### src/rtl/cs_decoder_pkg.sv
package cs_decoder_pkg;

    localparam int ADDR_W      = 32;
    localparam int TAG_LSB     = 15;
    localparam int TAG_W       = ADDR_W - TAG_LSB;
    localparam int WP_FLAG_BIT = 26;

    typedef struct packed {
        logic [TAG_W-1:0] base;
        logic [1:0]       psize;
        logic             wprot;
        logic [2:0]       msel;
        logic             valid;
    } bank_cfg_t;

    function automatic bank_cfg_t cfg_from_word(input logic [ADDR_W-1:0] w);
        bank_cfg_t c;
        c.base  = w[ADDR_W-1:TAG_LSB];
        c.psize = w[12:11];
        c.wprot = w[8];
        c.msel  = w[7:5];
        c.valid = w[0];
        return c;
    endfunction

    function automatic logic [ADDR_W-1:0] word_from_cfg(input bank_cfg_t c);
        logic [ADDR_W-1:0] w;
        w = '0;
        w[ADDR_W-1:TAG_LSB] = c.base;
        w[12:11] = c.psize;
        w[8]     = c.wprot;
        w[7:5]   = c.msel;
        w[0]     = c.valid;
        return w;
    endfunction

    function automatic logic [ADDR_W-1:0] word_from_mask(input logic [TAG_W-1:0] m);
        return {m, {TAG_LSB{1'b0}}};
    endfunction

endpackage

### src/rtl/bank_table.sv
module bank_table
    import cs_decoder_pkg::*;
#(
    parameter int NUM_BANKS = 12,
    parameter int IDX_W     = 5
) (
    input  logic                               clk,
    input  logic                               rst,
    input  logic                               we,
    input  logic [IDX_W-1:0]                   idx,
    input  logic [ADDR_W-1:0]                  wdata,
    input  logic                               err_flag,
    input  logic [ADDR_W-1:0]                  err_addr,
    output logic [ADDR_W-1:0]                  rdata,
    output bank_cfg_t [NUM_BANKS-1:0]          cfg_q,
    output logic [NUM_BANKS-1:0][TAG_W-1:0]    mask_q
);
    localparam int STATUS_IDX = 2 * NUM_BANKS;
    localparam int ERRA_IDX   = 2 * NUM_BANKS + 1;

    for (genvar i = 0; i < NUM_BANKS; i++) begin : g_bank
        always_ff @(posedge clk) begin
            if (rst) begin
                cfg_q[i]  <= '0;
                mask_q[i] <= '0;
            end else if (we) begin
                if (idx == IDX_W'(2 * i))
                    cfg_q[i] <= cfg_from_word(wdata);
                if (idx == IDX_W'(2 * i + 1))
                    mask_q[i] <= wdata[ADDR_W-1:TAG_LSB];
            end
        end
    end

    always_comb begin
        rdata = '0;
        for (int i = 0; i < NUM_BANKS; i++) begin
            if (idx == IDX_W'(2 * i))     rdata = word_from_cfg(cfg_q[i]);
            if (idx == IDX_W'(2 * i + 1)) rdata = word_from_mask(mask_q[i]);
        end
        if (idx == IDX_W'(STATUS_IDX)) rdata[WP_FLAG_BIT] = err_flag;
        if (idx == IDX_W'(ERRA_IDX))   rdata = err_addr;
    end

endmodule

### src/rtl/bank_match.sv
module bank_match
    import cs_decoder_pkg::*;
#(
    parameter int NUM_BANKS = 12,
    parameter int SEL_W     = 4
) (
    input  bank_cfg_t [NUM_BANKS-1:0]       cfg_q,
    input  logic [NUM_BANKS-1:0][TAG_W-1:0] mask_q,
    input  logic [ADDR_W-1:0]               addr,
    output logic                            any_hit,
    output logic [SEL_W-1:0]                sel
);
    logic [NUM_BANKS-1:0] hit_vec;

    for (genvar i = 0; i < NUM_BANKS; i++) begin : g_cmp
        assign hit_vec[i] = cfg_q[i].valid &&
            ((addr[ADDR_W-1:TAG_LSB] & mask_q[i]) == (cfg_q[i].base & mask_q[i]));
    end

    // Lowest index wins: scan downward so the last hit written is the lowest.
    always_comb begin
        sel = '0;
        for (int i = NUM_BANKS - 1; i >= 0; i--) begin
            if (hit_vec[i]) sel = SEL_W'(i);
        end
    end

    assign any_hit = |hit_vec;

endmodule

### src/rtl/wp_error_capture.sv
module wp_error_capture
    import cs_decoder_pkg::*;
(
    input  logic              clk,
    input  logic              rst,
    input  logic              fault_set,
    input  logic [ADDR_W-1:0] fault_addr,
    input  logic              clr_req,
    output logic              flag_q,
    output logic [ADDR_W-1:0] addr_q
);
    always_ff @(posedge clk) begin
        if (rst) begin
            flag_q <= 1'b0;
            addr_q <= '0;
        end else begin
            if (fault_set) begin
                flag_q <= 1'b1;
                if (!flag_q) addr_q <= fault_addr;
            end else if (clr_req) begin
                flag_q <= 1'b0;
            end
        end
    end

    // a fault always leaves the flag set
    p_fault_sets_flag_r7: assert property (@(posedge clk) disable iff (rst)
        fault_set |=> flag_q);

    // only a clear request drops the flag
    p_flag_sticky_r9: assert property (@(posedge clk) disable iff (rst)
        (flag_q && !clr_req) |=> flag_q);

    // a pending error freezes the captured address
    p_addr_hold_r8: assert property (@(posedge clk) disable iff (rst)
        flag_q |=> $stable(addr_q));

endmodule

### src/rtl/cs_decoder.sv
module cs_decoder
    import cs_decoder_pkg::*;
#(
    parameter  int NUM_BANKS = 12,
    localparam int IDX_W     = $clog2(2 * NUM_BANKS + 2),
    localparam int SEL_W     = (NUM_BANKS > 1) ? $clog2(NUM_BANKS) : 1
) (
    input  logic                  clk,
    input  logic                  rst,
    input  logic                  cfg_we,
    input  logic [IDX_W-1:0]      cfg_addr,
    input  logic [ADDR_W-1:0]     cfg_wdata,
    output logic [ADDR_W-1:0]     cfg_rdata,
    input  logic                  bus_req,
    input  logic                  bus_wr,
    input  logic [ADDR_W-1:0]     bus_addr,
    output logic [NUM_BANKS-1:0]  cs_o,
    output logic                  hit_o,
    output logic [1:0]            port_size_o,
    output logic [2:0]            mach_sel_o,
    output logic                  wp_fault_o,
    output logic                  err_flag_o
);
    localparam int STATUS_IDX = 2 * NUM_BANKS;

    bank_cfg_t [NUM_BANKS-1:0]       cfg_q;
    logic [NUM_BANKS-1:0][TAG_W-1:0] mask_q;
    logic                            any_hit;
    logic [SEL_W-1:0]                sel;
    logic                            err_flag;
    logic [ADDR_W-1:0]               err_addr;
    bank_cfg_t                       sel_cfg;
    logic                            fault_d;
    logic                            grant_d;
    logic                            clr_req;

    bank_table #(.NUM_BANKS(NUM_BANKS), .IDX_W(IDX_W)) u_table (
        .clk      (clk),
        .rst      (rst),
        .we       (cfg_we),
        .idx      (cfg_addr),
        .wdata    (cfg_wdata),
        .err_flag (err_flag),
        .err_addr (err_addr),
        .rdata    (cfg_rdata),
        .cfg_q    (cfg_q),
        .mask_q   (mask_q)
    );

    bank_match #(.NUM_BANKS(NUM_BANKS), .SEL_W(SEL_W)) u_match (
        .cfg_q   (cfg_q),
        .mask_q  (mask_q),
        .addr    (bus_addr),
        .any_hit (any_hit),
        .sel     (sel)
    );

    assign sel_cfg = cfg_q[sel];
    assign fault_d = bus_req && any_hit && bus_wr && sel_cfg.wprot;
    assign grant_d = bus_req && any_hit && !fault_d;
    assign clr_req = cfg_we && (cfg_addr == IDX_W'(STATUS_IDX)) && cfg_wdata[WP_FLAG_BIT];

    wp_error_capture u_err (
        .clk        (clk),
        .rst        (rst),
        .fault_set  (fault_d),
        .fault_addr (bus_addr),
        .clr_req    (clr_req),
        .flag_q     (err_flag),
        .addr_q     (err_addr)
    );

    always_ff @(posedge clk) begin
        if (rst) begin
            cs_o        <= '0;
            hit_o       <= 1'b0;
            port_size_o <= '0;
            mach_sel_o  <= '0;
            wp_fault_o  <= 1'b0;
        end else begin
            cs_o        <= '0;
            hit_o       <= grant_d;
            port_size_o <= grant_d ? sel_cfg.psize : 2'b00;
            mach_sel_o  <= grant_d ? sel_cfg.msel  : 3'b000;
            wp_fault_o  <= fault_d;
            if (grant_d) cs_o[sel] <= 1'b1;
        end
    end

    assign err_flag_o = err_flag;

    // never more than one chip select
    p_cs_onehot_r6: assert property (@(posedge clk) disable iff (rst)
        $onehot0(cs_o));

    // no request means no chip select next cycle
    p_idle_no_cs_r6: assert property (@(posedge clk) disable iff (rst)
        !bus_req |=> (cs_o == '0));

    // a protected write never drives a chip select
    p_wp_no_cs_r7: assert property (@(posedge clk) disable iff (rst)
        wp_fault_o |-> (cs_o == '0 && !hit_o));

    // the hit flag agrees with the chip-select vector
    p_hit_matches_cs_r5: assert property (@(posedge clk) disable iff (rst)
        hit_o == (cs_o != '0));

endmodule

### config.mk
export PLATFORM = sky130hd
export DESIGN_NAME = cs_decoder
export DESIGN_NICKNAME = d
export VERILOG_FILES = /design/src/rtl/cs_decoder_pkg.sv /design/src/rtl/bank_table.sv /design/src/rtl/bank_match.sv /design/src/rtl/wp_error_capture.sv /design/src/rtl/cs_decoder.sv
export SDC_FILE = /design/constraint.sdc
export NUM_CORES = 2
export LEC_CHECK = 0
export BUFFER_PORTS_ARGS = -buffer_cell sky130_fd_sc_hd__buf_2
export CORE_UTILIZATION = 49
export DETAILED_ROUTE_END_ITERATION = 10
export GPL_ROUTABILITY_DRIVEN = 1
export GPL_TIMING_DRIVEN = 0
export PLACE_DENSITY = 0.65
export SYNTH_ARGS = -nofsm -noshare
export SYNTH_HDL_FRONTEND = slang
export SYNTH_SLANG_ARGS = --single-unit
### constraint.sdc
create_clock -name clk -period 3.66 [get_ports clk]
set_input_delay 0.366 -clock clk [delete_from_list [all_inputs] [get_ports clk]]
set_output_delay 0.366 -clock clk [all_outputs]
set_load 0.01 [all_outputs]
==> out/qor.txt <==
Setup violators final -> 11
Seq/Total Area, Yosys -> 0.400
DR DRC count -> 0
Pleak -> 11.7 nW
Worst hold path cell count -> 3
Worst reg2reg path endpoint -> mach_sel_o[1]
Gr usage total -> 0.454
Vias in the first global route -> 26.9k
FP Rows -> 85
Unique masters post-synth -> 79
Placeable core area -> 0.0543 mm^2
Num CTS Buffers -> 59
DR pass1 iterations -> 6
Global-route wire length before repair -> 186,000 um
Initial antenna violation count -> 5
DP Worst Slack -> -2550 ps
ANT nets after route -> 0
Share of cells above drive strength 1 -> 0.120
Final hold vios -> 0
Worst Path Required -> 3290 ps
Post-Syn Instances -> 3,571
Main synth FF type -> dfxtp_1
Period minus WS final -> 3770 ps
Avg Cell Area, Syn -> 7.62 um^2
Worst reg2reg startpoint -> u_table.cfg_q[81]
Root Driver -> clkbuf_16
Relative slew slack -> 0.174
I/O pins -> 126
Die span in y -> 238 um
Fin Hold WS -> 10.7 ps
Yosys warns -> 0
FFs w/ async S/R, synth -> 0
Port bufs -> 97
Nets -> 3,845
Vias/cell -> 6.50
HPWL Detailed -> 97,200 um
Gr ovfl total -> 0
Vias -> 29.6k
Largest net degree at the start of global routing -> 15
Worst Setup End Kind -> output pin
Reg2Reg Depth -> 12
Slew @ Worst Pin -> 1240 ps
RSZ-0062 raised after global routing -> true
GPL Wtd Cong -> 1.04
Pwr/cell area -> 433 mW/mm^2
Die footprint -> 0.0564 mm^2
Final WL -> 132,000 um
Slew Limit Fails -> 0
Syn nets -> 3,645
Outcome -> complete, but fails checks
F_max -> 265 MHz
Failing checks -> setup timing
Clk sinks -> 544
Setup_tns -> -476 ps
Die Wd -> 238 um
Final worst slack -> -113 ps
DR iter-0 viols -> 5,354
Maxcap violations -> 0
Clock Path Buffers -> 3
Fin crit share -> 1.03
Setup Skew -> 23.4 ps
Crit start category -> input port
Wire per inst -> 28.9 um
Setup CP Type -> input port to output pin
Hold path startpoint -> bus_addr[6]
H-tree depth -> 2
Synthesized area -> 0.0272 mm^2
CTS tree -> done
FF+latch count, synth -> 544
FF-to-FF setup slack -> 0 ps
Skew-Pair Late Insertion Delay -> 650 ps
Area growth, synth to finish -> 19.2%
Number of flops mapped to enable cells by yosys -> 0
CP Max Fanout -> 10
Worst hold-check path type -> input port to flop
Hold EP -> u_err.addr_q[6]
Clock slew at reported path FFs -> 60 ps
Critical Path AT -> 3410 ps
Starting Density -> 0.500
Worst vdd ir -> 426 uV
worst max-delay path by stage:
| stage | depth (start not counted) | from | to | slack [ps] |
|---|---|---|---|---|
| 2_1_floorplan | 14 | bus_addr[19] | cs_o[6] | -8 |
| 3_3_place_gp | 12 | cfg_addr[1] | cfg_rdata[22] | -2500 |
| 3_5_place_dp | 12 | cfg_addr[1] | cfg_rdata[22] | -2550 |
| 4_1_cts | 11 | cfg_addr[4] | cfg_rdata[22] | -60 |
| 5_1_grt | 14 | cfg_addr[1] | cfg_rdata[27] | -30 |
| 6_report | 14 | cfg_addr[0] | cfg_rdata[31] | -110 |
cell usage in the layout, fill, tap and decap left out, types with 66 or more instances in the layout:
cell	count
a21oi_1	523
clkbuf_16	66
dfxtp_1	541
buf_2	103
clkbuf_1	217
nor2_1	123
xor2_1	202
nand2b_1	70
mux2i_1	111
nand2_1	1018
a22oi_1	119
cells in the mapped netlist (13+ instances only):
cell type     n  area share
a221oi_1     38       0.012
o22ai_1      17      0.0039
clkbuf_1    265       0.037
o221ai_1     19      0.0061
a22oi_1     121       0.033
a222oi_1     18      0.0066
a22o_1       19      0.0061
a31oi_1      15      0.0035
mux2i_1     111       0.041
nand3_1      68       0.013
buf_1        13      0.0018
o21ai_0      77       0.014
nor2_1      133       0.018
nor3_1       22      0.0040
xor2_1      202       0.065
a21oi_1     530       0.098
nand2_1    1020        0.14
buf_2        13      0.0024
and2_1       18      0.0041
buf_6        13      0.0054
nand4_1      31      0.0071
nand2b_1     75       0.017
dfxtp_1     544        0.40
worst max-delay path, stage by stage:
cell and delay [ps]:
buf_4 150, clkbuf_8 190, nor2b_2 250, buf_8 210
clkbuf_8 250, a21oi_1 180, o221ai_1 290, o21ai_1 210
a31oi_2 310, o22ai_1 180, a31oi_1 290, nor2_1 90
o21ai_2 240, buf_2 170
report_power, final:
group / leakage, nW / switching (mW) / internal [mW]
clock: 1.03 / 2.69 / 3.97
combinational: 6.25 / 0.997 / 0.376
sequential: 4.39 / 0.0495 / 5.96
total: 11.7 / 3.74 / 10.3
metrics by stage:
step            util  cell area, um^2  std cells  power [mW]
4_1_cts        0.589            32000       4542        13.9
3_5_place_dp   0.529            28700       4407        7.30
2_1_floorplan      -            27300       3571        6.75
6_report       0.597            32400       4556        14.0
3_3_place_gp   0.529            28700       4407        7.30
5_1_grt        0.597            32400       4555        14.2
layout make-up:
type / instances / area, um^2
Antenna cell: 1 / 2.50
Fill cell: 5103 / 21900
Buffer: 308 / 1710
Sequential cell: 544 / 10900
Multi-Input combinational cell: 2703 / 15700
Clock buffer: 81 / 1720
Timing Repair Buffer: 146 / 1030
Tap cell: 739 / 925
Inverter: 9 / 33.8
Clock inverter: 25 / 392
sequential cells by signal (all words and copies together) (netlist names):
register,count
u_err.flag_q,1
cs_o,12
u_table.cfg_q,288
port_size_o,2
wp_fault_o,1
u_err.addr_q,32
u_table.mask_q,204
mach_sel_o,3
hit_o,1
repair_timing:
item	CTS	global route
endpoints found under the setup margin	118	70
cloned	1	3
hold endpoints to repair	18	0
buffers inserted	17	12
pin swaps	28	36
gates resized for setup	225	68
hold buffers	16	0
routing by layer:
metal  share of wire  GRT usage  up-vias
met5         0.00041          0        -
met4           0.061      0.243        6
met3            0.16      0.145      475
met2            0.39      0.627     2423
met1            0.39      0.624    14037
li1                -          -    12677
logic make-up (layout without fill, tap and decap cells):
kind of cell | Yosys count | count (layout) | share of synthesized area
other | 0 | 1 | 0
AO/OA/AOI/OAI | 947 | 947 | 0.216
multiplexers | 113 | 113 | 0.0422
AND/OR/NAND/NOR | 1439 | 1439 | 0.224
flip-flops | 544 | 544 | 0.400
buffers and inverters | 324 | 569 | 0.0515
XOR/XNOR | 204 | 204 | 0.0657
Power figures use the tool's default switching activity.
